File: config.mk
export PLATFORM = sky130hd
export DESIGN_NAME = csr_paged_decoder
export DESIGN_NICKNAME = d
export VERILOG_FILES = /design/src/rtl/csr_page_pkg.sv /design/src/rtl/csr_page_ctrl.sv /design/src/rtl/csr_addr_xlate.sv /design/src/rtl/csr_reg_bank.sv /design/src/rtl/csr_paged_decoder.sv
export SDC_FILE = /design/constraint.sdc
export NUM_CORES = 1
export LEC_CHECK = 0
export BUFFER_PORTS_ARGS = -buffer_cell sky130_fd_sc_hd__buf_2
export CAP_MARGIN = 20
export CORE_ASPECT_RATIO = 2
export CORE_MARGIN = 5
export CORE_UTILIZATION = 55
export CTS_CLUSTER_DIAMETER = 100
export DETAILED_ROUTE_END_ITERATION = 7
export PLACE_DENSITY = 0.73
export SLEW_MARGIN = 10
export SYNTH_ARGS = -nofsm -noshare
export SYNTH_HDL_FRONTEND = slang
export SYNTH_SLANG_ARGS = --single-unit
File: constraint.sdc
create_clock -name clk -period 2.5 [get_ports clk]
set_input_delay 0.25 -clock clk [delete_from_list [all_inputs] [get_ports clk]]
set_output_delay 0.25 -clock clk [all_outputs]
set_load 0.02 [all_outputs]
File: src/rtl/csr_page_pkg.sv
package csr_page_pkg;
  localparam int CSR_AW = 12;
  localparam int PG_W   = 6;
  localparam int OFS_W  = 10;
  localparam int IA_W   = PG_W + OFS_W;
  localparam int DW     = 32;
  localparam int PG_LSB = 13;
  localparam int WA_W   = IA_W - 2;
  localparam logic [IA_W-1:0] CTRL_IADDR = 16'h0808;

  typedef logic [IA_W-1:0] iaddr_t;
  typedef logic [PG_W-1:0] page_t;

  typedef struct packed {
    page_t page;
    logic  link_en;
    logic  amba_en;
  } ctrl_t;

  function automatic logic in_window(input logic [CSR_AW-1:0] a);
    return &a[CSR_AW-1:OFS_W];
  endfunction

  function automatic iaddr_t map_addr(input page_t pg, input logic [CSR_AW-1:0] a);
    if (in_window(a)) return {pg, a[OFS_W-1:0]};
    return {{(IA_W-CSR_AW){1'b0}}, a};
  endfunction

  function automatic logic [DW-1:0] ctrl_to_word(input ctrl_t c);
    logic [DW-1:0] w;
    w = '0;
    w[0] = c.amba_en;
    w[1] = c.link_en;
    w[PG_LSB +: PG_W] = c.page;
    return w;
  endfunction

  function automatic ctrl_t word_to_ctrl(input logic [DW-1:0] w);
    ctrl_t c;
    c.amba_en = w[0];
    c.link_en = w[1];
    c.page    = w[PG_LSB +: PG_W];
    return c;
  endfunction
endpackage

File: src/rtl/csr_page_ctrl.sv
module csr_page_ctrl
  import csr_page_pkg::*;
(
  input  logic  clk,
  input  logic  rst_n,
  input  logic  wr_en,
  input  ctrl_t wr_val,
  output ctrl_t ctrl_q
);
  always_ff @(posedge clk or negedge rst_n) begin
    if (!rst_n)     ctrl_q <= '0;
    else if (wr_en) ctrl_q <= wr_val;
  end
endmodule

File: src/rtl/csr_addr_xlate.sv
module csr_addr_xlate
  import csr_page_pkg::*;
(
  input  page_t             page,
  input  logic [CSR_AW-1:0] addr,
  output iaddr_t            iaddr,
  output logic              windowed
);
  always_comb begin
    windowed = in_window(addr);
    iaddr    = map_addr(page, addr);
  end
endmodule

File: src/rtl/csr_reg_bank.sv
module csr_reg_bank
  import csr_page_pkg::*;
#(
  parameter logic [IA_W-1:0] BASE  = '0,
  parameter int              WORDS = 8
) (
  input  logic            clk,
  input  logic            rst_n,
  input  logic            wr_en,
  input  logic [WA_W-1:0] waddr,
  input  logic [DW-1:0]   wdata,
  output logic            hit,
  output logic [DW-1:0]   rdata
);
  localparam logic [WA_W-1:0] BASE_W = BASE[IA_W-1:2];

  logic [WORDS-1:0]  sel;
  logic [DW-1:0]     word_q [WORDS];

  for (genvar i = 0; i < WORDS; i++) begin : g_word
    assign sel[i] = (waddr == BASE_W + WA_W'(i));
    always_ff @(posedge clk or negedge rst_n) begin
      if (!rst_n)                 word_q[i] <= '0;
      else if (wr_en && sel[i])   word_q[i] <= wdata;
    end
  end

  always_comb begin
    rdata = '0;
    for (int i = 0; i < WORDS; i++)
      if (sel[i]) rdata = rdata | word_q[i];
    hit = |sel;
  end
endmodule

File: src/rtl/csr_paged_decoder.sv
module csr_paged_decoder
  import csr_page_pkg::*;
#(
  parameter int              LO_WORDS = 8,
  parameter logic [IA_W-1:0] HI_BASE  = 16'h4BA0,
  parameter int              HI_WORDS = 4
) (
  input  logic              clk,
  input  logic              rst_n,
  input  logic              req_valid,
  output logic              req_ready,
  input  logic              req_write,
  input  logic [CSR_AW-1:0] req_addr,
  input  logic [DW-1:0]     req_wdata,
  output logic              rsp_valid,
  output logic [DW-1:0]     rsp_rdata,
  output logic              amba_pio_en,
  output logic              link_pio_en,
  output logic [PG_W-1:0]   page_sel
);
  // named internal events
  logic          accept;
  logic          hit_window;
  iaddr_t        xlate_addr;
  logic          hit_ctrl;
  logic          ctrl_wr;
  logic          lo_hit, hi_hit, map_hit;
  logic [DW-1:0] lo_rd, hi_rd, rd_mux;
  ctrl_t         ctrl_q;

  always_ff @(posedge clk or negedge rst_n) begin
    if (!rst_n) req_ready <= 1'b0;
    else        req_ready <= 1'b1;
  end

  assign accept = req_valid && req_ready;

  csr_addr_xlate u_xlate (
    .page     (ctrl_q.page),
    .addr     (req_addr),
    .iaddr    (xlate_addr),
    .windowed (hit_window)
  );

  assign hit_ctrl = (xlate_addr[IA_W-1:2] == CTRL_IADDR[IA_W-1:2]);
  assign ctrl_wr  = accept && req_write && hit_ctrl;

  csr_page_ctrl u_ctrl (
    .clk    (clk),
    .rst_n  (rst_n),
    .wr_en  (ctrl_wr),
    .wr_val (word_to_ctrl(req_wdata)),
    .ctrl_q (ctrl_q)
  );

  csr_reg_bank #(.BASE('0), .WORDS(LO_WORDS)) u_lo (
    .clk   (clk),
    .rst_n (rst_n),
    .wr_en (accept && req_write),
    .waddr (xlate_addr[IA_W-1:2]),
    .wdata (req_wdata),
    .hit   (lo_hit),
    .rdata (lo_rd)
  );

  csr_reg_bank #(.BASE(HI_BASE), .WORDS(HI_WORDS)) u_hi (
    .clk   (clk),
    .rst_n (rst_n),
    .wr_en (accept && req_write),
    .waddr (xlate_addr[IA_W-1:2]),
    .wdata (req_wdata),
    .hit   (hi_hit),
    .rdata (hi_rd)
  );

  assign map_hit = hit_ctrl || lo_hit || hi_hit;

  always_comb begin
    if (hit_ctrl)    rd_mux = ctrl_to_word(ctrl_q);
    else if (lo_hit) rd_mux = lo_rd;
    else if (hi_hit) rd_mux = hi_rd;
    else             rd_mux = '0;
  end

  always_ff @(posedge clk or negedge rst_n) begin
    if (!rst_n) begin
      rsp_valid <= 1'b0;
      rsp_rdata <= '0;
    end else begin
      rsp_valid <= accept;
      rsp_rdata <= (accept && !req_write) ? rd_mux : '0;
    end
  end

  assign amba_pio_en = ctrl_q.amba_en;
  assign link_pio_en = ctrl_q.link_en;
  assign page_sel    = ctrl_q.page;
endmodule

# Yosys cells after proc, flatten, opt, wreduce, memory -nomap -nowiden

Index checks and enable logic that the tools add are counted.

Register bits after elaboration: 426
Bits in latches: 0
Bits in writable memories: 0
Bits in read-only memories: 0
Input port bits: 48
Output and inout bits: 42
Memories kept: 0

Add/sub/neg operators: 0
$mul: 0
Div/mod/pow operators: 0
Order comparisons: 0
Equality and inequality tests: 12
Shift operators: 0
Muxes and demuxes: 19
Bitwise gates (word level): 10
Reduce and logical (&&, ||, !) cells: 21

Operators by type and width:

| kind                 | number |
|---|---|
| $mux 32              | 16 |
| $or 32x32->32        | 10 |
| $eq 14x13->1 const B | 4 |
| $eq 14x3->1 const B  | 4 |
| $mux 16              | 2 |
| $eq 14x2->1 const B  | 2 |
| $logic_and 1x1->1    | 16 |
| $eq 14x1->1 const B  | 1 |
| $eq 14x10->1 const B | 1 |
| $logic_not 14->1     | 1 |
| $reduce_or 8->1      | 1 |
| $reduce_or 4->1      | 1 |
| $reduce_and 2->1     | 1 |
| $logic_not 1->1      | 1 |
| $mux 1               | 1 |

# Longest topological paths before layout

Depth after elaboration: 22
Depth in mapped cells: 8

# Cells and area by module

Synthesis repeated with hierarchy kept, for this count alone.

Cell total of the unflattened synthesis: 1392
Area total of the unflattened synthesis: 19944.1 um^2

By module, submodules not included:

| module              | times used | cells each | area each (um^2) | seq. area each (um^2) |
|---|---|---|---|---|
| csr_reg_bank (u_lo) | 1          | 848        | 11888.9          | 6406.1 |
| csr_reg_bank (u_hi) | 1          | 356        | 5979.5           | 3203.1 |
| csr_paged_decoder   | 1          | 152        | 1609.0           | 850.8 |
| csr_page_ctrl       | 1          | 17         | 331.6            | 200.2 |
| csr_addr_xlate      | 1          | 19         | 135.1            | 0.0 |

# Worst setup path after synthesis

Ideal clock, no wire load.

Path type: input -> register
Start point: input req_addr[7]
End point: register u_lo.word_q[195] in the netlist's numbering
Library setup time: 128 ps
Arrival: 2166 ps
Required time: 2372 ps
Slack: 206 ps
Stages: 8
Cell sequence: or4_4 -> or2_0 -> buf_6 -> nor3_4 -> and3_1 -> buf_4 -> buf_6 -> mux2_1

Cells in the longest elaborated chain, start to end: 4

Ends and longest elaborated chain:

| item                           | RTL line                | source |
|---|---|---|
| start: declaration             | csr_paged_decoder.sv:13 | `input logic [CSR_AW-1:0] req_addr,` |
| $mux 16                        | csr_page_pkg.sv:25      | `if (in_window(a)) return {pg, a[OFS_W-1:0]};` |
| $mux 16 *                      | csr_page_pkg.sv:26      | `return {{(IA_W-CSR_AW){1'b0}}, a};` |
| $eq 14x1->1 *                  | csr_reg_bank.sv:21      | `assign sel[i] = (waddr == BASE_W + WA_W'(i));` |
| $logic_and 1x1->1 *            | csr_reg_bank.sv:24      | `else if (wr_en && sel[i]) word_q[i] <= wdata;` |
| end signal: indexed assignment | csr_reg_bank.sv:24      |  |
| end: declaration               | csr_reg_bank.sv:18      | `logic [DW-1:0] word_q [WORDS];` |

Every way passes the cells marked *; elsewhere a longest branch is shown, timed or not. The select of a mux whose other input is x is not followed.
A chain may end at the register's enable or synchronous reset.

# Worst setup path in the final report

Start point: register, netlist name u_ctrl.ctrl_q[2]
End point: register rsp_rdata[29]

Cells in the longest elaborated chain, start to end: 21
Elaborated cells between the ends (all ways): 43
Classes of those cells: eq/ne (12); mux (18); bitwise (10); reduce/logical (3)

Ends and longest elaborated chain:

| item                   | RTL line                | source |
|---|---|---|
| $mux 16 *              | csr_page_pkg.sv:25      |  |
| $mux 16 *              | csr_page_pkg.sv:26      |  |
| $logic_not 14->1       | csr_reg_bank.sv:21      |  |
| $mux 32                | csr_reg_bank.sv:31      | `if (sel[i]) rdata = rdata \| word_q[i];` |
| $or 32x32->32          | csr_reg_bank.sv:31      |  |
| $mux 32                | csr_reg_bank.sv:31      |  |
| $or 32x32->32          | csr_reg_bank.sv:31      |  |
| $mux 32                | csr_reg_bank.sv:31      |  |
| [... 5 more ...]       | n/a                     |  |
| $mux 32                | csr_reg_bank.sv:31      |  |
| $or 32x32->32          | csr_reg_bank.sv:31      |  |
| $mux 32                | csr_reg_bank.sv:31      |  |
| $or 32x32->32          | csr_reg_bank.sv:31      |  |
| $mux 32                | csr_reg_bank.sv:31      |  |
| $mux 32                | csr_paged_decoder.sv:80 | `else if (lo_hit) rd_mux = lo_rd;` |
| $mux 32 *              | csr_paged_decoder.sv:79 | `if (hit_ctrl) rd_mux = ctrl_to_word(ctrl_q);` |
| $mux 32 *              | csr_paged_decoder.sv:91 | `rsp_rdata <= (accept && !req_write) ? rd_mux : '0;` |
| end signal: assignment | csr_paged_decoder.sv:91 |  |
| end: declaration       | csr_paged_decoder.sv:16 | `output logic [DW-1:0] rsp_rdata,` |

Marked as above.

==> reports/metrics.cfg <==
[global_routing]
grt_pass1_wl_mm=75.7
grt_max_degree=74
grt_use_total_pct=25.3
antenna_found_initial=2
grt_pass1_vias=13200
grt_overflow=0

[timing]
hold_violations=0
slew_violations=0
period_needed_ns=2.38
clock.fmax_mhz=419
timing.final.crit_share_pct=95.4
skew_ns=0.00767
tightest_slew_ns=0.987
slew_headroom_pct=33.9
setup_viol=0
rsz0062_at_grt=false

[yosys]
netlist_top_cells_count=426 x dfrtp_1, 301 x mux2_2, 124 x mux2_1, 63 x clkbuf_1, 46 x nand2_1
yosys_warnings=0
syn-num-nets=1409
synthTopCellsByArea=dfrtp_1 56%, mux2_2 18%, mux2_1 7.3%, mux4_2 2.6%, mux2i_1 1.5%
synth.avg_cell_area_sq_um=14.0
synth_most_common_cell=dfrtp_1
syn_area_sq_mm=0.0190
synthCells=1361
yosysTopAreaCell=dfrtp_1
synth-edff-count=0
synth.yosys.seq_area_share_pct=56.0
yosysTopAreaCellShare_pct=56.0
async_reset_ff_share_pct=100
synth_cell_types=53
synth_seq_cells=426
synth_ff_type=dfrtp_1

[finish]
fin_nets=1510
fin_cells=1930
multiInputGateArea_sq_mm=0.00784
finalInstanceArea_sq_mm=0.0218
layout-drive-gt1-share_pct=39.5
fillers=2589
areaGrowthSynthToFinish_pct=14.6
seqCellArea_sq_mm=0.0107

[placement]
placedCellCount=1861
port_buffers=87
place_area_sq_mm=0.0205
routabilityCongestion=0.817
dp_hpwl_mm=31.6

[clock_tree]
clk_path_buf_depth=3
cts_max_level=2
cts_sinks=426
clock_latency_ns=0.54
cts_setup_buffers=0
cts_tree=built
cts-root-buf=clkbuf_16
cts_buffers=38
clkTransAtPathRegs_ns=0.07

[worst_hold_path]
hold_end=u_lo.word_q[76]
min_from=req_wdata[12]
hold_depth=2
hold_class=in -> reg

[pwr]
power_per_cell_area_mw_per_mm2=622
cellLeakagePower_nw=10.9
vdd_drop_max_mv=0.725

[drt]
wl_per_cell_microns=24.8
drt-initial-drc-count=656
drcViolationCount=0
drt_pre_antenna_iters=5
wl_mm=47.9
ant_nets=0
routed_via_density=6.25
dr_total_vias=12100

[worst_setup_path]
crit_fanout=11
worstReg2RegEnd=rsp_rdata[29]
cp.arrival_ns=2.86
worstSetupEndpointType=register
reg2reg_from=u_ctrl.ctrl_q[2]
critPathMaxStageDelay_ns=0.44
cp_common_cell=buf_4
crit_type=reg -> reg
cp_top_family=compound AO/OA/AOI/OAI gates
crit_path_start_kind=register
critPathSlowestCell=dfrtp_1
critPathBufInv=3
r2r_cells=8
required_ns=2.98
reg2reg_slack_ns=0.12
path_cells=nor4b_2, nand4_1, buf_12, buf_4, o32ai_1, a221oi_1, a311oi_1, buf_4

[die]
die_h_microns=273
rows=96
dieArea_sq_mm=0.0387
dieWidth_microns=142
core-area_sq_mm=0.0342
io_pins=90
start_util_pct=55.6

[job]
cap_violations=0

[outcome]
status=finished clean

-- final cells by class --
class | count | share of cell area, %
Tap cell | 441 | 2.53
Inverter | 2 | 0.0344
Timing Repair Buffer | 188 | 6.83
Clock inverter | 8 | 0.545
Multi-Input combinational cell | 806 | 35.9
Antenna cell | 2 | 0.0229
Clock buffer | 57 | 5.25
Sequential cell | 426 | 48.9
-- metal layers --
| layer | GRT usage (%) | part of all wire (%) | routed length [microns] | up-vias |
|---|---|---|---|---|
| li1 | - | - | - | 5258 |
| met1 | 30.8 | 38 | 18400 | 6397 |
| met2 | 45.6 | 54 | 26000 | 294 |
| met3 | 2.84 | 3.6 | 1740 | 113 |
| met4 | 9.71 | 3.8 | 1830 | 0 |
| met5 | 0 | 0 | 0 | - |
-- metrics by stage --
step	hold WS [ns]	worst slack, ns	setup TNS, ns	power, mW	util [%]
CTS	0.0695	0.0226	0	13.7	63.7
detailed placement	0.265	-0.0139	-0.0196	7.68	59.9
floorplan	-0.0456	0.206	0	7.32	-
finish	0.0854	0.116	0	13.6	63.7
global placement	0.256	-0.0245	-0.0245	7.66	59.9
global route	0.0895	0.00732	0	14.0	63.7
-- kinds of logic (layout without fill, tap and decap cells) --
kind of cell / Yosys count / in the layout / share of synthesized area, %
mux: 476 / 476 / 29.3
compound gates: 200 / 200 / 7.84
other cells: 1 / 3 / 0.0197
flops: 426 / 426 / 56.0
buf+inv: 129 / 255 / 3.12
simple gates: 129 / 129 / 3.77
-- how the worst max path moves through the flow --
stage	startpoint	to	slack, ns	cells after the start
final	u_ctrl.ctrl_q[2]	rsp_rdata[29]	0.12	8
after global placement	req_addr[7]	rsp_rdata[14]	-0.02	10
after CTS	u_ctrl.ctrl_q[7]	u_lo.word_q[22]	0.02	7
after floorplan	req_addr[7]	u_lo.word_q[195]	0.21	8
after detailed placement	req_addr[7]	rsp_rdata[14]	-0.01	10
after global routing	u_ctrl.ctrl_q[7]	u_lo.word_q[198]	0.007	7
-- state kept, by name, summed over array words and instances, names as in the netlist --
signal / flops
u_lo.word_q: 256
rsp_rdata: 32
u_ctrl.ctrl_q: 8
u_hi.word_q: 128
rsp_valid: 1
req_ready: 1
-- where the power goes --
group / leakage [nW] / internal, mW / switching (mW)
registers: 5.95 / 6.92 / 0.0169
logic: 4.34 / 0.172 / 0.432
clock network: 0.622 / 3.48 / 2.54
-- cells in the final DEF (no fill, tap or decap), drive strengths merged, types with 20 or more instances in the layout --
cell    Yosys  routed
clkbuf     63      57
o21ai      21      21
dfrtp     426     426
mux4       22      22
a221oi     22      22
a22oi      22      22
buf        64     186
nand3      20      20
a21oi      23      23
a211oi     33      33
mux2i      29      29
nand2      46      46
mux2      425     425
-- timing repair --
item / in CTS / in global routing
hold endpoints to repair: 65 / 0
gates resized for setup: 0 / 2
setup endpoints to repair: 0 / 139
hold buffers: 2 / 0
(Power assumes the default switching activity.)
